## config.mk

```make
export PLATFORM = sky130hd
export DESIGN_NAME = sregrd_port
export DESIGN_NICKNAME = d
export VERILOG_FILES = /design/src/rtl/sregrd_pkg.sv /design/src/rtl/sregrd_sync.sv /design/src/rtl/sregrd_regs.sv /design/src/rtl/sregrd_frame.sv /design/src/rtl/sregrd_port.sv
export SDC_FILE = /design/constraint.sdc
export NUM_CORES = 1
export LEC_CHECK = 0
export BUFFER_PORTS_ARGS = -buffer_cell sky130_fd_sc_hd__buf_2
export CAP_MARGIN = 20
export CORE_ASPECT_RATIO = 0.8
export CORE_MARGIN = 1.5
export CORE_UTILIZATION = 50
export DETAILED_ROUTE_END_ITERATION = 8
export PLACE_DENSITY = 0.67
export SLEW_MARGIN = 40
export SYNTH_ARGS = -nofsm -noshare
export SYNTH_HDL_FRONTEND = slang
export SYNTH_SLANG_ARGS = --single-unit
```

## constraint.sdc

```tcl
create_clock -name clk -period 2.2 [get_ports clk]
set_input_delay 0.44 -clock clk [delete_from_list [all_inputs] [get_ports clk]]
set_output_delay 0.44 -clock clk [all_outputs]
set_load 0.005 [all_outputs]
```

## src/rtl/sregrd_pkg.sv

```systemverilog
package sregrd_pkg;
    localparam int ADDR_W    = 8;
    localparam int DATA_W    = 8;
    localparam int FRAME_LEN = ADDR_W + DATA_W;
    localparam int CNT_W     = $clog2(FRAME_LEN);
    localparam int IDX_W     = ADDR_W - 1;

    typedef logic [DATA_W-1:0] byte_t;
    typedef logic [IDX_W-1:0]  idx_t;
    typedef logic [CNT_W-1:0]  pos_t;

    typedef enum logic {
        DIR_READ  = 1'b0,
        DIR_WRITE = 1'b1
    } dir_e;

    // synchronised view of the serial pins; order fixes the reset vector
    typedef struct packed {
        logic sclk;
        logic pwrdn;
        logic sdio;
    } line_t;

    localparam int LINE_W = $bits(line_t);

    function automatic byte_t preload_value(input int idx);
        return byte_t'((idx * 37 + 11) % 256);
    endfunction
endpackage

```

## src/rtl/sregrd_sync.sv

```systemverilog
module sregrd_sync #(
    parameter int             W       = 3,
    parameter int             STAGES  = 2,
    parameter logic [W-1:0]   RST_VAL = '0
) (
    input  logic         clk,
    input  logic         rst,
    input  logic [W-1:0] d,
    output logic [W-1:0] q
);
    logic [W-1:0] chain [STAGES];

    generate
        for (genvar s = 0; s < STAGES; s++) begin : g_stage
            always_ff @(posedge clk) begin
                if (rst)
                    chain[s] <= RST_VAL;
                else if (s == 0)
                    chain[s] <= d;
                else
                    chain[s] <= chain[(s == 0) ? 0 : s-1];
            end
        end
    endgenerate

    assign q = chain[STAGES-1];
endmodule

```

## src/rtl/sregrd_regs.sv

```systemverilog
module sregrd_regs
    import sregrd_pkg::*;
#(
    parameter int NUM_REGS = 16
) (
    input  logic  clk,
    input  logic  rst,
    input  idx_t  rd_idx,
    output byte_t rd_data
);
    byte_t mem [NUM_REGS];

    generate
        for (genvar i = 0; i < NUM_REGS; i++) begin : g_reg
            always_ff @(posedge clk) begin
                if (rst)
                    mem[i] <= preload_value(i);
            end
        end
    endgenerate

    always_comb begin
        rd_data = '0;
        for (int i = 0; i < NUM_REGS; i++)
            if (int'(rd_idx) == i)
                rd_data = mem[i];
    end
endmodule

```

## src/rtl/sregrd_frame.sv

```systemverilog
module sregrd_frame
    import sregrd_pkg::*;
(
    input  logic  clk,
    input  logic  rst,
    input  line_t ln,
    output idx_t  req_idx,
    input  byte_t req_data,
    output logic  oe,
    output logic  dout
);
    localparam pos_t LAST_ADDR = pos_t'(ADDR_W - 1);
    localparam pos_t FIRST_DAT = pos_t'(ADDR_W);
    localparam pos_t LAST_POS  = pos_t'(FRAME_LEN - 1);

    logic             sclk_d;
    pos_t             pos;
    logic [IDX_W-1:0] addr_sh;
    logic             rd_q;
    byte_t            data_sh;
    logic             rise, fall;

    assign rise    = ln.sclk & ~sclk_d;
    assign fall    = ~ln.sclk & sclk_d;
    assign req_idx = {addr_sh[IDX_W-2:0], ln.sdio};
    assign dout    = oe & data_sh[DATA_W-1];

    always_ff @(posedge clk) begin
        if (rst) begin
            sclk_d  <= 1'b1;
            pos     <= '0;
            addr_sh <= '0;
            rd_q    <= 1'b0;
            data_sh <= '0;
            oe      <= 1'b0;
        end else begin
            sclk_d <= ln.sclk;
            if (ln.pwrdn) begin
                pos  <= '0;
                rd_q <= 1'b0;
                oe   <= 1'b0;
            end else if (rise) begin
                pos <= (pos == LAST_POS) ? '0 : pos + 1'b1;
                if (pos < LAST_ADDR)
                    addr_sh <= {addr_sh[IDX_W-2:0], ln.sdio};
                if (pos == LAST_ADDR) begin
                    rd_q    <= (dir_e'(addr_sh[IDX_W-1]) == DIR_READ);
                    data_sh <= req_data;
                end
            end else if (fall) begin
                if (pos == FIRST_DAT)
                    oe <= rd_q;
                else if (pos == '0)
                    oe <= 1'b0;
                else if (pos > FIRST_DAT)
                    data_sh <= {data_sh[DATA_W-2:0], 1'b0};
            end
        end
    end


    out_only_on_fall_chk: assert property (@(posedge clk) disable iff (rst)
        (!fall && !ln.pwrdn) |=> ($stable(dout) && $stable(oe)));

    oe_rise_pos_chk: assert property (@(posedge clk) disable iff (rst)
        $rose(oe) |-> (pos == FIRST_DAT));

    oe_fall_pos_chk: assert property (@(posedge clk) disable iff (rst)
        $fell(oe) |-> (pos == '0));

    pwrdn_quiet_chk: assert property (@(posedge clk) disable iff (rst)
        ln.pwrdn |=> (!oe && pos == '0));

    drive_only_read_chk: assert property (@(posedge clk) disable iff (rst)
        oe |-> rd_q);
endmodule

```

## src/rtl/sregrd_port.sv

```systemverilog
module sregrd_port
    import sregrd_pkg::*;
#(
    parameter int NUM_REGS    = 16,
    parameter int SYNC_STAGES = 2
) (
    input  logic clk,
    input  logic rst,
    input  logic sclk_in,
    input  logic pwrdn_in,
    input  logic sdio_in,
    output logic sdio_out,
    output logic sdio_oe
);
    localparam line_t IDLE_LINE = '{sclk: 1'b1, pwrdn: 1'b0, sdio: 1'b0};

    line_t raw_ln, sync_ln;
    idx_t  req_idx;
    byte_t req_data;

    assign raw_ln = '{sclk: sclk_in, pwrdn: pwrdn_in, sdio: sdio_in};

    sregrd_sync #(
        .W       (LINE_W),
        .STAGES  (SYNC_STAGES),
        .RST_VAL (IDLE_LINE)
    ) i_sync (
        .clk (clk),
        .rst (rst),
        .d   (raw_ln),
        .q   (sync_ln)
    );

    sregrd_regs #(
        .NUM_REGS (NUM_REGS)
    ) i_regs (
        .clk     (clk),
        .rst     (rst),
        .rd_idx  (req_idx),
        .rd_data (req_data)
    );

    sregrd_frame i_frame (
        .clk      (clk),
        .rst      (rst),
        .ln       (sync_ln),
        .req_idx  (req_idx),
        .req_data (req_data),
        .oe       (sdio_oe),
        .dout     (sdio_out)
    );


    reset_idle_chk: assert property (@(posedge clk)
        rst |=> (!sdio_oe && !sdio_out));
endmodule

```

After elaboration in Yosys (flattened, before gate mapping). Memory sizes are Yosys's and may differ from the RTL's. Cells that the tools add are included.

Register bits: 22. RAM bits: 134. Input bits: 5. Output and inout bits: 2. Word-level logic and storage cells: 82. Memories: 2.

Memory list: i_regs.mem (depth 16, bits a word 8, read ports 16, clocked after Yosys merged registers in 0, wr ports 16, RTL line sregrd_regs.sv:11) `byte_t mem [NUM_REGS];`; i_sync.chain (depth 2, bits a word 3, read ports 2, clocked after Yosys merged registers in 0, wr ports 2, RTL line sregrd_sync.sv:11) `logic [W-1:0] chain [STAGES];`.

Add/sub/neg operators: 1. Order comparisons: 2. Equal/unequal tests: 21. Multiplexer cells: 30. Bitwise logic cells: 10. Reduce and logical (&&, ||, !) cells: 10.

Operator list (count): $mux W8 (22); $eq A7 B5 Y1 const B (8); $eq A7 B4 Y1 const B (4); $eq A7 B3 Y1 const B (2); $eq A4 B4 Y1 const B (2); $eq A7 B2 Y1 const B (1); $logic_not A7 Y1 (1); $mux W3 (2); $reduce_and A3 Y1 (2); $reduce_and A6 Y1 (1); $reduce_bool A2 Y1 (3); $mux W1 (5); $not A1 Y1 (5); $add A4 B1 Y4 const B (1); $eq A4 B3 Y1 const B (1); $gt A4 B4 Y1 const B (1); $logic_not A4 Y1 (1); $lt A4 B3 Y1 const B (1); $mux W4 (1); $ne A2 B1 Y1 const B (2); $and A1 B1 Y1 (3); $ne A2 B2 Y1 const B (1); $or A1 B1 Y1 (2); $reduce_and A2 Y1 (1); $reduce_or A2 Y1 (1).

Logic depth before layout (Yosys ltp).
Depth in word-level cells: 19. Gate-level depth with buffers: 8. Gate-level depth less buffers: 7.

Modules after synthesis. From an unflattened synthesis, not the netlist that was laid out.

Cells, all modules: 178. Area, all modules: 1575.3 um^2.

By module, submodules not included: sregrd_frame (instances 1, cells an instance 133, area an instance 1173.6 um^2, sequential area each 440.4 um^2); sregrd_regs (instances 1, cells an instance 33, area an instance 244.0 um^2, sequential area each 0.0 um^2); sregrd_sync (instances 1, cells an instance 12, area an instance 157.7 um^2, sequential area each 120.1 um^2).

Worst setup path before layout. No wires, ideal clock.

Kind: reg2reg. From: register i_frame.pos[0]. To: register i_frame.addr_sh[2]. Library setup time: 130 ps. Arrival: 1572 ps. Required time: 2070 ps. Setup slack: 498 ps. Cell stages (with the launch flop): 7. Buffers on the path: 1. Period minus slack after synthesis: 1702 ps. Cells stage by stage: dfxtp_1 ha_1 nand2_2 or4b_2 buf_4 mux2i_1 nor2_1.

Longest elaborated chain between the ends: 2.

Ends and longest elaborated chain: from (decl) (RTL line sregrd_frame.sv:17) `pos_t pos;`; from (signal assigned) (RTL line sregrd_frame.sv:43) `pos <= (pos == LAST_POS) ? '0 : pos + 1'b1;`; $lt A4 B3 Y1 (RTL line sregrd_frame.sv:44) `if (pos < LAST_ADDR)`; $reduce_and A3 Y1 (no line); to (signal assigned) (RTL line sregrd_frame.sv:45) `addr_sh <= {addr_sh[IDX_W-2:0], ln.sdio};`; to (decl) (RTL line sregrd_frame.sv:18) `logic [IDX_W-1:0] addr_sh;`.

No other way between the ends. A chain may end at the register's enable or synchronous reset.

Worst setup path after layout.
From: register i_frame.pos[0]. To: register i_frame.data_sh[5].

Longest elaborated chain between the ends: 3. Elaborated cells on any way between the ends: 9. Those cells by class: order compare: 1; eq/ne: 5; reduce/logical: 3.

Ends and longest elaborated chain: $gt A4 B4 Y1, or another cell as far along (RTL line sregrd_frame.sv:55) `else if (pos > FIRST_DAT)`; $reduce_bool A2 Y1 (no line), or another cell as far along; $reduce_and A6 Y1 (no line) (*); to (signal assigned) (RTL line sregrd_frame.sv:48) `data_sh <= req_data;`; to (signal assigned) (RTL line sregrd_frame.sv:56) `data_sh <= {data_sh[DATA_W-2:0], 1'b0};`; to (decl) (RTL line sregrd_frame.sv:20) `byte_t data_sh;`.

Every way passes the cells marked *; elsewhere a longest branch is shown, timed or not.

==> results.sh <==
export IMPL_outcome="completed"
export IMPL_grt_pass1_wl_um=3960
export IMPL_tritoncts="yes"
export IMPL_wl_um=2240
export IMPL_dieArea_sq_mm=0.00297
export IMPL_grt_pass1_vias=892
export IMPL_hold_viol=0
export IMPL_max_stage_delay_ns=0.42
export IMPL_synth_seq_cells=28
export IMPL_cp_arrival_ns=2.12
export IMPL_htree_levels=1
export IMPL_grt_overflow_total=0
export IMPL_post_dp_hpwl_um=1580
export IMPL_finalSetupViolations=0
export IMPL_ios=7
export IMPL_vias_per_cell=5.29
export IMPL_finalWeightedCongestion=0.747
export IMPL_clk_pin_slew_ns=0.15
export IMPL_max_cap_violations=0
export IMPL_die_y_um=49.1
export IMPL_drc_errors=0
export IMPL_dr_pass1_iters=6
export IMPL_cts_repair_resized=0
export IMPL_synth_flop_cell="dfxtp_1"
export IMPL_root_buffer="clkbuf_4"
export IMPL_wl_per_cell_um=12.2
export IMPL_final_nets=156
export IMPL_cp_slowest_cell="dfxtp_1"
export IMPL_initial_core_util=0.534
export IMPL_rsz0062_at_grt="no"
export IMPL_ir_drop_mv=0.345
export IMPL_fmax_mhz=524
export IMPL_power_density_mw_per_mm2=630
export IMPL_synth_edf_count=0
export IMPL_fin_crit_sh=0.868
export IMPL_cts_sinks=28
export IMPL_min_period_ns=1.91
export IMPL_postCtsSetupBuffers=0
export IMPL_synth_async_reset_ratio=0
export IMPL_p_leak_nw=0.534
export IMPL_io_buffers=6
export IMPL_synth_fp_nets=153
export IMPL_syn_area_sq_mm=0.00133
export IMPL_layout_drive_gt1_share=0.169
export IMPL_worstSetupPathType="register to register"
export IMPL_crit_family="simple AND/OR/NAND/NOR gates"
export IMPL_numCtsBuffers=3
export IMPL_drt_iter0_drc=30
export IMPL_fin_util=0.570
export IMPL_diodes=0
export IMPL_tightestPinTransition_ns=0.440
export IMPL_area_delta_synth_final_pct=6.70
export IMPL_antenna_found_initial=0
export IMPL_fin_cells=184
export IMPL_cp_required_ns=2.42
export IMPL_critPathBufInv=0
export IMPL_synth_top_cell_area_share=0.423
export IMPL_insertion_delay_ns=0.33
export IMPL_postCtsHoldBufs=0
export IMPL_crit_path_start_kind="register"
export IMPL_grt_max_degree=25
export IMPL_core_sq_mm=0.00248
export IMPL_ys_types=37
export IMPL_die_w_um=60.6
export IMPL_postSynthAreaPerCell_sq_um=9.08
export IMPL_grt_util_all_layers=0.176
export IMPL_yosys_top_cells_area="dfxtp_1 42%, nor2_1 7.1%, mux2i_1 5.3%"
export IMPL_slew_viol_final=0
export IMPL_rows=16
export IMPL_cp_max_fo=14
export IMPL_clockBufferDepth=2
export IMPL_synth_top_area_cell="dfxtp_1"
export IMPL_antenna_left=0
export IMPL_yosysSeqAreaShare=0.423
export IMPL_cp_cell_sequence="ha_1 > nand2_2 > or3_4 > a21oi_4 > mux2i_1 > o21ai_0"
export IMPL_maxSlewHeadroom=0.707
export IMPL_skew_ns=0.00671
export IMPL_worst_setup_path_end_kind="register"
export IMPL_syn_inst=146
export IMPL_min_path_type="input pin to register"
export IMPL_totalNegativeSetupSlack_ns=0
export IMPL_place_inst=180
export IMPL_yosys_warnings=0
export IMPL_via_count=974
[cells by family (layout without fill, tap and decap cells)]
family	Yosys count	after routing	synth area share
buffers and inverters	13	15	0.0462
adders and majority gates	3	3	0.0264
and+or+nand+nor	58	58	0.234
AOI/OAI and AO/OA	32	32	0.185
muxes	7	7	0.0528
DFF	28	28	0.423
xor gates and xnor gates	5	5	0.0330
[through the flow]
stage | area [sq um] | hold WS (ns) | setup slack (ns) | total power, W
after floorplan | 1330 | 0.389 | 0.498 | 0.000557
after global placement | 1360 | 0.392 | 0.380 | 0.000565
after detailed placement | 1360 | 0.397 | 0.310 | 0.000567
after CTS | 1420 | 0.261 | 0.281 | 0.000901
after global routing | 1420 | 0.251 | 0.150 | 0.000930
final | 1420 | 0.272 | 0.291 | 0.000891
[cell usage in the layout (no fill, tap or decap), types with 3 or more instances in the layout]
master,netlist,routed
clkbuf_4,0,3
mux2i_1,7,7
a21oi_1,8,8
or2_2,4,4
nor2b_1,7,7
a22oi_1,5,5
buf_2,1,6
nand2_1,5,5
xor2_1,3,3
dfxtp_1,28,28
inv_1,4,4
a211oi_2,4,4
nand2b_1,6,6
o21ai_0,4,4
nor2_1,25,25
[power breakdown]
group	switching, W	leakage, nW	internal [W]
combinational	0.0000215	0.279	0.0000149
sequential	0.00000552	0.227	0.000514
clock	0.000151	0.0279	0.000184
total	0.000178	0.534	0.000713
[path summary, 6_finish.rpt]
check                      from                  to  slack (ns)  depth (start not counted)
max              i_frame.pos[0]  i_frame.data_sh[5]        0.29                          6
min                     sclk_in  i_sync.chain[0][2]        0.27                          2
max reg2reg      i_frame.pos[0]  i_frame.data_sh[5]        0.29                          6
min reg2reg  i_sync.chain[0][2]  i_sync.chain[1][2]        0.43                          1
[registers in the layout (all words and copies together) (netlist names)]
name             flops
i_frame.data_sh      8
i_frame.addr_sh      7
i_sync.chain         6
i_frame.pos          4
i_frame.oe           1
i_frame.rd_q         1
i_frame.sclk_d       1
[per-layer routing]
layer,part of all wire,GRT usage,vias to the layer above
met5,0,0,-
met4,0.016,0.0543,0
met3,0.050,0.0663,7
met2,0.42,0.247,18
met1,0.52,0.250,442
li1,-,-,507
[synth_stat cells (2+ instances only)]
| cell type | instances |
|---|---|
| mux2i_1 | 7 |
| o21ai_0 | 4 |
| xnor2_1 | 2 |
| dfxtp_1 | 28 |
| nand2_1 | 5 |
| xor2_1 | 3 |
| nand2b_1 | 6 |
| a211oi_1 | 2 |
| nand3_1 | 2 |
| clkbuf_1 | 6 |
| nor2_1 | 25 |
| o211ai_1 | 2 |
| and2_1 | 2 |
| a21oi_1 | 8 |
| a211oi_2 | 4 |
| nor2b_1 | 7 |
| inv_1 | 4 |
| ha_1 | 2 |
| a22oi_1 | 5 |
| a311oi_1 | 2 |
| or2_2 | 4 |
[layout make-up]
type | instances | area, sq um
fillers | 254 | 1070
clock buffers | 3 | 22.5
inverters | 4 | 15.0
repair buffers | 7 | 37.5
flip-flops and latches | 28 | 561
clock inverters | 1 | 30.0
well taps | 36 | 45.0
multi-input cells | 105 | 704
[worst reg2reg max path: stages (launching register included)]
cell and delay [ns]:
dfxtp_1 0.42, ha_1 0.23, nand2_2 0.09, or3_4 0.38, a21oi_4 0.38, mux2i_1 0.22
o21ai_0 0.08
Note: power is estimated with default switching activity, not from simulation.
